**config.mk**
```make
export PLATFORM = sky130hd
export DESIGN_NAME = xbus_write_ctrl
export DESIGN_NICKNAME = d
export VERILOG_FILES = /design/src/rtl/ewc_pkg.sv /design/src/rtl/ewc_rdy_sync.sv /design/src/rtl/ewc_phase_fsm.sv /design/src/rtl/ewc_pin_drive.sv /design/src/rtl/xbus_write_ctrl.sv
export SDC_FILE = /design/constraint.sdc
export NUM_CORES = 1
export LEC_CHECK = 0
export ABC_AREA = 1
export BUFFER_PORTS_ARGS = -buffer_cell sky130_fd_sc_hd__buf_2
export CORE_MARGIN = 2
export CORE_UTILIZATION = 43
export CTS_CLUSTER_SIZE = 16
export DETAILED_ROUTE_END_ITERATION = 8
export GPL_TIMING_DRIVEN = 1
export PLACE_DENSITY = 0.75
export SLEW_MARGIN = 20
export SYNTH_ARGS = -nofsm -noshare
export SYNTH_HDL_FRONTEND = slang
export SYNTH_SLANG_ARGS = --single-unit
```
**constraint.sdc**
```tcl
create_clock -name clk -period 1.4 [get_ports clk]
set_clock_uncertainty 0.1 [all_clocks]
set_input_delay 0.28 -clock clk [delete_from_list [all_inputs] [get_ports clk]]
set_output_delay 0.28 -clock clk [all_outputs]
set_load 0.05 [all_outputs]
```
**src/rtl/ewc_pkg.sv**
```systemverilog
package ewc_pkg;
  typedef enum logic [1:0] {
    PH_IDLE   = 2'd0,
    PH_LEAD   = 2'd1,
    PH_ACTIVE = 2'd2,
    PH_TRAIL  = 2'd3
  } ewc_phase_e;
endpackage

```
**src/rtl/ewc_rdy_sync.sv**
```systemverilog
module ewc_rdy_sync #(
  parameter int STAGES = 2
) (
  input  logic clk,
  input  logic rst,
  input  logic rdy_in,
  input  logic use_sync,
  output logic rdy_smp
);
  logic [STAGES-1:0] chain_q;

  generate
    if (STAGES == 1) begin : g_one
      always_ff @(posedge clk) begin
        if (rst) chain_q <= '0;
        else     chain_q <= rdy_in;
      end
    end else begin : g_many
      always_ff @(posedge clk) begin
        if (rst) chain_q <= '0;
        else     chain_q <= {chain_q[STAGES-2:0], rdy_in};
      end
    end
  endgenerate

  assign rdy_smp = use_sync ? chain_q[STAGES-1] : rdy_in;
endmodule

```
**src/rtl/ewc_phase_fsm.sv**
```systemverilog
module ewc_phase_fsm
  import ewc_pkg::*;
#(
  parameter int CNT_W = 4
) (
  input  logic             clk,
  input  logic             rst,
  input  logic             start,
  input  logic [CNT_W-1:0] cfg_lead,
  input  logic [CNT_W-1:0] cfg_active,
  input  logic [CNT_W-1:0] cfg_trail,
  input  logic             rdy_smp,
  output ewc_phase_e       phase_nxt,
  output logic             accept,
  output logic             busy,
  output logic             done
);
  ewc_phase_e       ph_q, ph_n;
  logic [CNT_W-1:0] cnt_q, cnt_n;
  logic [CNT_W-1:0] act_m1_q, trail_q;
  logic [CNT_W-1:0] lead_m1, act_m1;

  assign lead_m1 = (cfg_lead == '0)   ? '0 : cfg_lead - 1'b1;
  assign act_m1  = (cfg_active == '0) ? '0 : cfg_active - 1'b1;

  always_comb begin
    ph_n   = ph_q;
    cnt_n  = cnt_q;
    accept = 1'b0;
    unique case (ph_q)
      PH_IDLE: begin
        if (start) begin
          accept = 1'b1;
          ph_n   = PH_LEAD;
          cnt_n  = lead_m1;
        end
      end
      PH_LEAD: begin
        if (cnt_q == '0) begin
          ph_n  = PH_ACTIVE;
          cnt_n = act_m1_q;
        end else begin
          cnt_n = cnt_q - 1'b1;
        end
      end
      PH_ACTIVE: begin
        if (cnt_q != '0) begin
          cnt_n = cnt_q - 1'b1;
        end else if (rdy_smp) begin
          if (trail_q == '0) begin
            ph_n = PH_IDLE;
          end else begin
            ph_n  = PH_TRAIL;
            cnt_n = trail_q - 1'b1;
          end
        end
      end
      PH_TRAIL: begin
        if (cnt_q == '0) ph_n = PH_IDLE;
        else             cnt_n = cnt_q - 1'b1;
      end
      default: ph_n = PH_IDLE;
    endcase
  end

  always_ff @(posedge clk) begin
    if (rst) begin
      ph_q     <= PH_IDLE;
      cnt_q    <= '0;
      act_m1_q <= '0;
      trail_q  <= '0;
      busy     <= 1'b0;
      done     <= 1'b0;
    end else begin
      ph_q  <= ph_n;
      cnt_q <= cnt_n;
      if (accept) begin
        act_m1_q <= act_m1;
        trail_q  <= cfg_trail;
      end
      busy <= (ph_n != PH_IDLE);
      done <= (ph_q != PH_IDLE) && (ph_n == PH_IDLE);
    end
  end

  assign phase_nxt = ph_n;
endmodule

```
**src/rtl/ewc_pin_drive.sv**
```systemverilog
module ewc_pin_drive
  import ewc_pkg::*;
#(
  parameter int ADDR_W = 16,
  parameter int DATA_W = 32
) (
  input  logic              clk,
  input  logic              rst,
  input  ewc_phase_e        phase_nxt,
  input  logic              load,
  input  logic [ADDR_W-1:0] ld_addr,
  input  logic [DATA_W-1:0] ld_data,
  input  logic              ld_wide,
  output logic              cs_n,
  output logic              we0_n,
  output logic              we1_n,
  output logic              rnw,
  output logic [ADDR_W-1:0] addr,
  output logic [DATA_W-1:0] dout,
  output logic              doe
);
  logic [ADDR_W-1:0] addr_q, a_cur;
  logic              wide_q, w_cur;
  logic              cs_n_d, we0_n_d, we1_n_d, rnw_d, doe_d;
  logic [ADDR_W-1:0] addr_d;

  assign a_cur = load ? ld_addr : addr_q;
  assign w_cur = load ? ld_wide : wide_q;

  always_comb begin
    cs_n_d  = 1'b0;
    rnw_d   = 1'b0;
    we0_n_d = 1'b1;
    we1_n_d = w_cur ? 1'b1 : a_cur[0];
    addr_d  = a_cur;
    doe_d   = 1'b0;
    unique case (phase_nxt)
      PH_IDLE: begin
        cs_n_d  = 1'b1;
        rnw_d   = 1'b1;
        we1_n_d = 1'b1;
        addr_d  = {a_cur[ADDR_W-1:1], 1'b1};
      end
      PH_LEAD: begin
      end
      PH_ACTIVE: begin
        we0_n_d = 1'b0;
        we1_n_d = w_cur ? 1'b0 : a_cur[0];
        doe_d   = 1'b1;
      end
      PH_TRAIL: begin
        doe_d = 1'b1;
      end
      default: begin
        cs_n_d = 1'b1;
        rnw_d  = 1'b1;
      end
    endcase
  end

  always_ff @(posedge clk) begin
    if (rst) begin
      addr_q <= '0;
      wide_q <= 1'b1;
      dout   <= '0;
      cs_n   <= 1'b1;
      we0_n  <= 1'b1;
      we1_n  <= 1'b1;
      rnw    <= 1'b1;
      addr   <= {{(ADDR_W-1){1'b0}}, 1'b1};
      doe    <= 1'b0;
    end else begin
      if (load) begin
        addr_q <= ld_addr;
        wide_q <= ld_wide;
        dout   <= ld_data;
      end
      cs_n  <= cs_n_d;
      we0_n <= we0_n_d;
      we1_n <= we1_n_d;
      rnw   <= rnw_d;
      addr  <= addr_d;
      doe   <= doe_d;
    end
  end
endmodule

```
**src/rtl/xbus_write_ctrl.sv**
```systemverilog
module xbus_write_ctrl
  import ewc_pkg::*;
#(
  parameter int ADDR_W      = 16,
  parameter int DATA_W      = 32,
  parameter int CNT_W       = 4,
  parameter int SYNC_STAGES = 2
) (
  input  logic              clk,
  input  logic              rst,
  input  logic              req_start,
  input  logic [ADDR_W-1:0] req_addr,
  input  logic [DATA_W-1:0] req_data,
  input  logic [CNT_W-1:0]  cfg_lead,
  input  logic [CNT_W-1:0]  cfg_active,
  input  logic [CNT_W-1:0]  cfg_trail,
  input  logic              cfg_async,
  input  logic              cfg_wide,
  input  logic              rdy_in,
  output logic              busy,
  output logic              done,
  output logic              bus_cs_n,
  output logic              bus_we0_n,
  output logic              bus_we1_n,
  output logic              bus_rnw,
  output logic [ADDR_W-1:0] bus_addr,
  output logic [DATA_W-1:0] bus_dout,
  output logic              bus_doe
);
  ewc_phase_e phase_nxt;
  logic       accept;
  logic       async_q;
  logic       rdy_smp;

  always_ff @(posedge clk) begin
    if (rst)         async_q <= 1'b0;
    else if (accept) async_q <= cfg_async;
  end

  ewc_rdy_sync #(.STAGES(SYNC_STAGES)) u_sync (
    .clk      (clk),
    .rst      (rst),
    .rdy_in   (rdy_in),
    .use_sync (async_q),
    .rdy_smp  (rdy_smp)
  );

  ewc_phase_fsm #(.CNT_W(CNT_W)) u_fsm (
    .clk        (clk),
    .rst        (rst),
    .start      (req_start),
    .cfg_lead   (cfg_lead),
    .cfg_active (cfg_active),
    .cfg_trail  (cfg_trail),
    .rdy_smp    (rdy_smp),
    .phase_nxt  (phase_nxt),
    .accept     (accept),
    .busy       (busy),
    .done       (done)
  );

  ewc_pin_drive #(.ADDR_W(ADDR_W), .DATA_W(DATA_W)) u_pins (
    .clk       (clk),
    .rst       (rst),
    .phase_nxt (phase_nxt),
    .load      (accept),
    .ld_addr   (req_addr),
    .ld_data   (req_data),
    .ld_wide   (cfg_wide),
    .cs_n      (bus_cs_n),
    .we0_n     (bus_we0_n),
    .we1_n     (bus_we1_n),
    .rnw       (bus_rnw),
    .addr      (bus_addr),
    .dout      (bus_dout),
    .doe       (bus_doe)
  );
endmodule

```
# Word-level counts from Yosys, hierarchy flattened
# Cells that the tools add are included.
[word_totals]
wordCells = 70
output_inout_bits = 55
reg_bits = 88
in_bits = 66
[op_classes]
add_sub_neg = 4
eq_ne = 9
muxes = 27
n_reduce_logical = 13
[ops]
columns = ["op", "n"]
rows = [
  ["two-way mux 4 bit", 8],
  ["logical NOT 4 bit", 4],
  ["two-way mux 16 bit", 1],
  ["one-hot mux 4 bit (4 select lines)", 1],
  ["subtractor 4 x 1 -> 4 bit, second input constant", 4],
  ["two-way mux 2 bit", 6],
  ["two-way mux 1 bit", 9],
  ["== test 2 bit, second input constant", 4],
  ["one-hot mux 2 bit (4 select lines)", 1],
  ["inequality test 3 x 2 -> 1 bit, second input constant", 2],
  ["logical NOT 2 bit", 2],
  ["inequality test 2 bit, second input constant", 2],
  ["AND reduction 4 bit", 1],
  ["nonzero test 2 bit", 2],
  ["nonzero test 4 bit", 1],
  ["OR reduction 2 bit", 2],
  ["== test 2 x 1 -> 1 bit, second input constant", 1],
  ["one-hot mux 1 bit (2 select lines)", 1],
  ["logical AND 1 bit", 1],
]

# Logic depth before layout (Yosys ltp)
[depth]
ltp_word = 8
mapped_depth = 10
depth_no_buf = 10

# By module
# A second synthesis with hierarchy kept.
[unflattened]
hier_cells = 428
area_unflattened_um2 = 3165.5
[modules_own_cells]
columns = ["mod", "area_each_um2", "n_inst", "cells_each", "seq_area_each_um2"]
rows = [
  ["ewc_pin_drive", 1991.9, 1, 249, 1081.0],
  ["ewc_phase_fsm", 1056.0, 1, 162, 320.3],
  ["ewc_rdy_sync", 72.6, 1, 10, 40.0],
  ["xbus_write_ctrl", 45.0, 1, 7, 20.0],
]

# Worst setup path before layout
# OpenSTA, ideal clock, no wires.
[synth_timing]
kind = "register to register"
from = "register u_fsm.cnt_q[0]"
to = "register u_pins.addr[0]"
stages_incl_launch_ff = 10
t_required_ns = 1.180
period_less_slack_ns = 1.544
path_slack_ns = -0.144
setup_time_ns = 0.120
arrival_time_ns = 1.324
cell_sequence = "dfxtp_1 > inv_1 > ha_1 > nand3_1 > nor2_1 > inv_1 > o21bai_4 > nand2_1 > o21ai_2 > nand2_1"
[synth_between]
elab_chain_len = 5
word_cells_on_any_way = 8
[synth_rtl]
columns = ["item", "line", "rtl"]
rows = [
  ["start, declared", "ewc_phase_fsm.sv:19", "logic [CNT_W-1:0] cnt_q, cnt_n;"],
  ["start signal, assigned", "ewc_phase_fsm.sv:76", "cnt_q <= cnt_n;"],
  ["logical NOT 4 bit or nonzero test 4 bit (tied branches)", "ewc_phase_fsm.sv:39, ewc_phase_fsm.sv:59, ewc_phase_fsm.sv:47", ""],
  ["two-way mux 2 bit, on equally long branches", "ewc_phase_fsm.sv:59, ewc_phase_fsm.sv:39, ewc_phase_fsm.sv:47", ""],
  ["one-hot mux 2 bit (4 select lines) *", "ewc_phase_fsm.sv:30", "unique case (ph_q)"],
  ["logical NOT 2 bit *", "ewc_pin_drive.sv:37", "unique case (phase_nxt)"],
  ["OR reduction 2 bit (no source line) *", "n/a", ""],
  ["end signal, assigned", "ewc_pin_drive.sv:70", "addr <= {{(ADDR_W-1){1'b0}}, 1'b1};"],
  ["end signal, assigned", "ewc_pin_drive.sv:82", "addr <= addr_d;"],
  ["end, declared", "ewc_pin_drive.sv:18", "output logic [ADDR_W-1:0] addr,"],
]
# Every way passes the cells marked *; elsewhere a longest branch is shown, timed or not.
# A chain may end at the register's enable or synchronous reset.

# Worst setup path in the final report
[layout_timing]
from = "register u_fsm.cnt_q[0]"
to = "register u_pins.we1_n"
[layout_between]
elab_chain_len = 5
word_cells_on_any_way = 9
[layout_rtl]
columns = ["item", "line", "rtl"]
rows = [
  ["logical NOT 4 bit or nonzero test 4 bit (tied branches)", "ewc_phase_fsm.sv:39, ewc_phase_fsm.sv:59, ewc_phase_fsm.sv:47", ""],
  ["two-way mux 2 bit, on equally long branches", "ewc_phase_fsm.sv:59, ewc_phase_fsm.sv:39, ewc_phase_fsm.sv:47", ""],
  ["one-hot mux 2 bit (4 select lines) *", "ewc_phase_fsm.sv:30", ""],
  ["== test 2 bit or logical NOT 2 bit (tied branches)", "ewc_pin_drive.sv:37", ""],
  ["one-hot mux 1 bit (2 select lines) *", "ewc_pin_drive.sv:37", ""],
  ["end signal, assigned", "ewc_pin_drive.sv:80", "we1_n <= we1_n_d;"],
  ["end, declared", "ewc_pin_drive.sv:16", "output logic we1_n,"],
]
# Marks and branches as above.

==> metrics.csv <==
stage;metric;value;unit
final_layout;area taken by multi-input logic gates;0.001366;mm^2
min_path;WHS Endpoint;u_sync.chain_q[0];
clocking;Clock Sinks;73;
worst_setup_path;Top cell by count, worst path;inv_2;
logic_synthesis;number of synthesized register bits;73;
power;power per cell area;2388;mW/mm^2
final_layout;antenna cell count;0;
die;Die ar.;0.007787;mm^2
route;Routed Wire Length;7728;um
placed_design;port bufs;120;
global_routing;GRT Total Usage;20.20;%
final_layout;layout cells sized above 1;35.48;%
status;violated checks;negative setup slack;
die;Die H;88.25;um
logic_synthesis;Mapped Area;0.003052;mm^2
final_layout;Layout Nets;610;
flow_run;Max-Cap Viols;0;
clocking;CTS tree;yes;
worst_setup_path;worst reg-to-reg setup slack;-90;ps
worst_setup_path;Startpoint Class;register;
sta;final cycle utilization of the critical path;106.7;%
final_layout;Reg area;0.001466;mm^2
final_layout;most frequent cells in the layout;nor2_1 (121), buf_2 (120), dfxtp_1 (69);
worst_setup_path;Reg2Reg Capture Point;u_pins.we1_n;
die;row count;30;
power;Leak;0.002025;uW
route;Post-route DRC;0;
clocking;H-tree levels;3;
die;die width;88.25;um
logic_synthesis;Syn. warnings;0;
route;via/cell ratio;4.678;
worst_setup_path;Critical Path RT;1520;ps
logic_synthesis;register area share after synthesis;47.89;%
global_routing;grt ovf;0;
worst_setup_path;slowest cell on the critical path;dfxtp_2;
global_routing;largest net degree at the start of global routing;60;
worst_setup_path;peak fanout along the critical path;5;
min_path;Hold Startpoint;rdy_in;
route;drt pass-1 iters;4;
clocking;CTS Buffer Depth;2;
sta;Hold Fails Final Rpt;0;
logic_synthesis;post-synthesis net count;486;
global_routing;first-pass GRT wire length;12400;um
clocking;Skew-Pair Late Insertion Delay;330;ps
sta;Final Max Slew Viols;0;
worst_setup_path;arrival time at the worst endpoint;1620;ps
logic_synthesis;synthesized area per cell;7.336;um^2
sta;pin slew with the least headroom to its limit;286.2;ps
sta;Final setup viols;8;
global_routing;initial antenna violation count;0;
sta;Max Freq;669.2;MHz
min_path;worst hold-check path type;in2reg;
final_layout;final core utilization;59.91;%
worst_setup_path;worst r2r src;u_fsm.cnt_q[0];
die;core area;0.006832;mm^2
placed_design;DP HPWL;5501;um
die;initial core utilization;44.67;%
clocking;clk slew on worst S/H paths;80;ps
worst_setup_path;R2R depth;9;
worst_setup_path;critical path class;reg2reg;
clocking;clk root buf;clkbuf_8;
status;outcome;complete, but fails checks;
sta;RSZ-0062 raised after global routing;true;
final_layout;Fill cells;654;
sta;PnR worst setup slack;-94.24;ps
power;Tot Pwr;9772;uW
route;WL/cell;12.08;um
worst_setup_path;worst stage delay on the critical path;320;ps
min_path;Worst Hold Depth;3;
power;VDD IR-drop max;1181;uV
worst_setup_path;endpoint class of the critical path;register;
route;Iter 0 DRT Violations;107;
worst_setup_path;crit-path leading delay family;simple AND/OR/NAND/NOR gates;
clocking;CTS buffer count;9;
sta;Worst slew margin;80.72;%
global_routing;vias in the first global route;2933;
sta;post-layout min period;1494;ps
logic_synthesis;Post-Syn Instances;416;
worst_setup_path;crit-path cells;inv_2 > ha_4 > nand3_4 > nor2_4 > inv_2 > o21bai_4 > nand2_2 > o21ai_4 > nand2_1;
worst_setup_path;CP bufs+invs;2;
die;num ports;121;
logic_synthesis;Yosys cell types;24;
route;post-route antenna net violation count;0;
final_layout;Area growth, synth to finish;34.11;%
route;via count;2994;
final_layout;commonest non-fill, non-tap cell in the layout;nor2_1;
placed_design;global placement routability congestion;0.8152;
[power breakdown]
| group | internal (uW) | leakage, uW | total, uW | switching (uW) |
|---|---|---|---|---|
| clock | 679 | 0.0000883 | 1440 | 760 |
| sequential | 2700 | 0.000606 | 2990 | 296 |
| combinational | 1710 | 0.00133 | 5340 | 3630 |
[worst register-to-register path, stage by stage, from the launching register on]
cell and delay [ps]:
dfxtp_2 320, inv_2 80, ha_4 160, nand3_4 100, nor2_4 140, inv_2 60
o21bai_4 170, nand2_2 100, o21ai_4 90, nand2_1 70
[state kept, by name (all words and copies together), names as in the netlist, 2 cells and up]
signal / cells
u_pins.dout: 32
u_fsm.act_m1_q: 4
u_sync.chain_q: 2
u_pins.addr_q: 16
u_fsm.cnt_q: 4
u_fsm.ph_q: 2
u_fsm.trail_q: 4
[cell type report]
type	count	area share, %
sequential	73	35.83
multi-input combinational	280	33.38
timing repair buffer	148	21.03
clock buffer	10	3.363
tap	96	2.935
inverter	28	2.690
clock inverter	5	0.7643
[Yosys cell counts]
cell        n  area (um^2)
nand3b_1    1        7.510
o211ai_1    1        7.510
or2_1       2        12.51
o21ai_0    61        305.3
nand2_1    39        146.4
ha_1        4        50.05
buf_2       5        25.02
o21bai_4    1        18.77
inv_1      26        97.59
nand2_2     1        6.260
xor2_1      2        17.52
dfxtp_1    73         1461
nor3_1      3        15.01
inv_2       2        7.510
buf_4      17        127.6
clkbuf_1   12        45.04
a21oi_1    14        70.07
o21ai_2     2        17.52
nand4_1     4        25.02
nor2_1    125        469.2
buf_6       1        11.26
or2_2       1        6.260
nor2_4      1        11.26
nand3_1    18        90.09
[metal layers]
layer  up-vias  part of all wire [%]  GRT usage (%)
met3        12                   7.4          5.877
met5         -                     0              0
met4         0                   1.7          8.127
met2        86                    49          35.41
met1      1338                    41          23.10
li1       1558                     -              -
[through the flow]
| step | cell area, um^2 | TNS, ps | worst slack [ps] | hold WS (ps) | std cells |
|---|---|---|---|---|---|
| finish | 4093 | -456.1 | -94.24 | 69.83 | 640 |
| global route | 4093 | -1393 | -192.3 | 61.26 | 640 |
| CTS | 4003 | -114.3 | -27.76 | 46.37 | 636 |
| detailed placement | 3804 | -715.0 | -91.63 | 305.7 | 620 |
| global placement | 3804 | -49.17 | -20.01 | 300.1 | 620 |
| floorplan | 3094 | 0 | 11.37 | 287.0 | 416 |
[how the worst max path moves through the flow]
stage	startpoint	to	slack [ps]	cells after the start
finish	u_fsm.cnt_q[0]	u_pins.we1_n	-90	9
global route	u_fsm.cnt_q[0]	u_fsm.cnt_q[2]	-190	11
CTS	u_fsm.cnt_q[0]	u_pins.we1_n	-30	8
detailed placement	u_fsm.cnt_q[0]	u_pins.we1_n	-90	8
global placement	u_fsm.trail_q[0]	u_fsm.cnt_q[0]	-20	8
floorplan	u_fsm.cnt_q[1]	u_pins.addr[0]	10	9
[cells by family after synthesis]
group | share of synthesized area (%)
DFF | 47.89
adders and majority gates | 1.640
and+or+nand+nor | 25.87
buffers and inverters | 10.29
xor gates and xnor gates | 0.5741
AOI/OAI and AO/OA | 13.74
[what timing repair did]
item,in CTS,in global routing
pin swaps,3,9
endpoints found under the setup margin,40,26
resized for setup,6,18
hold buffers,0,0
cloned,0,1
buffers inserted,1,3
(Power assumes the default switching activity.)
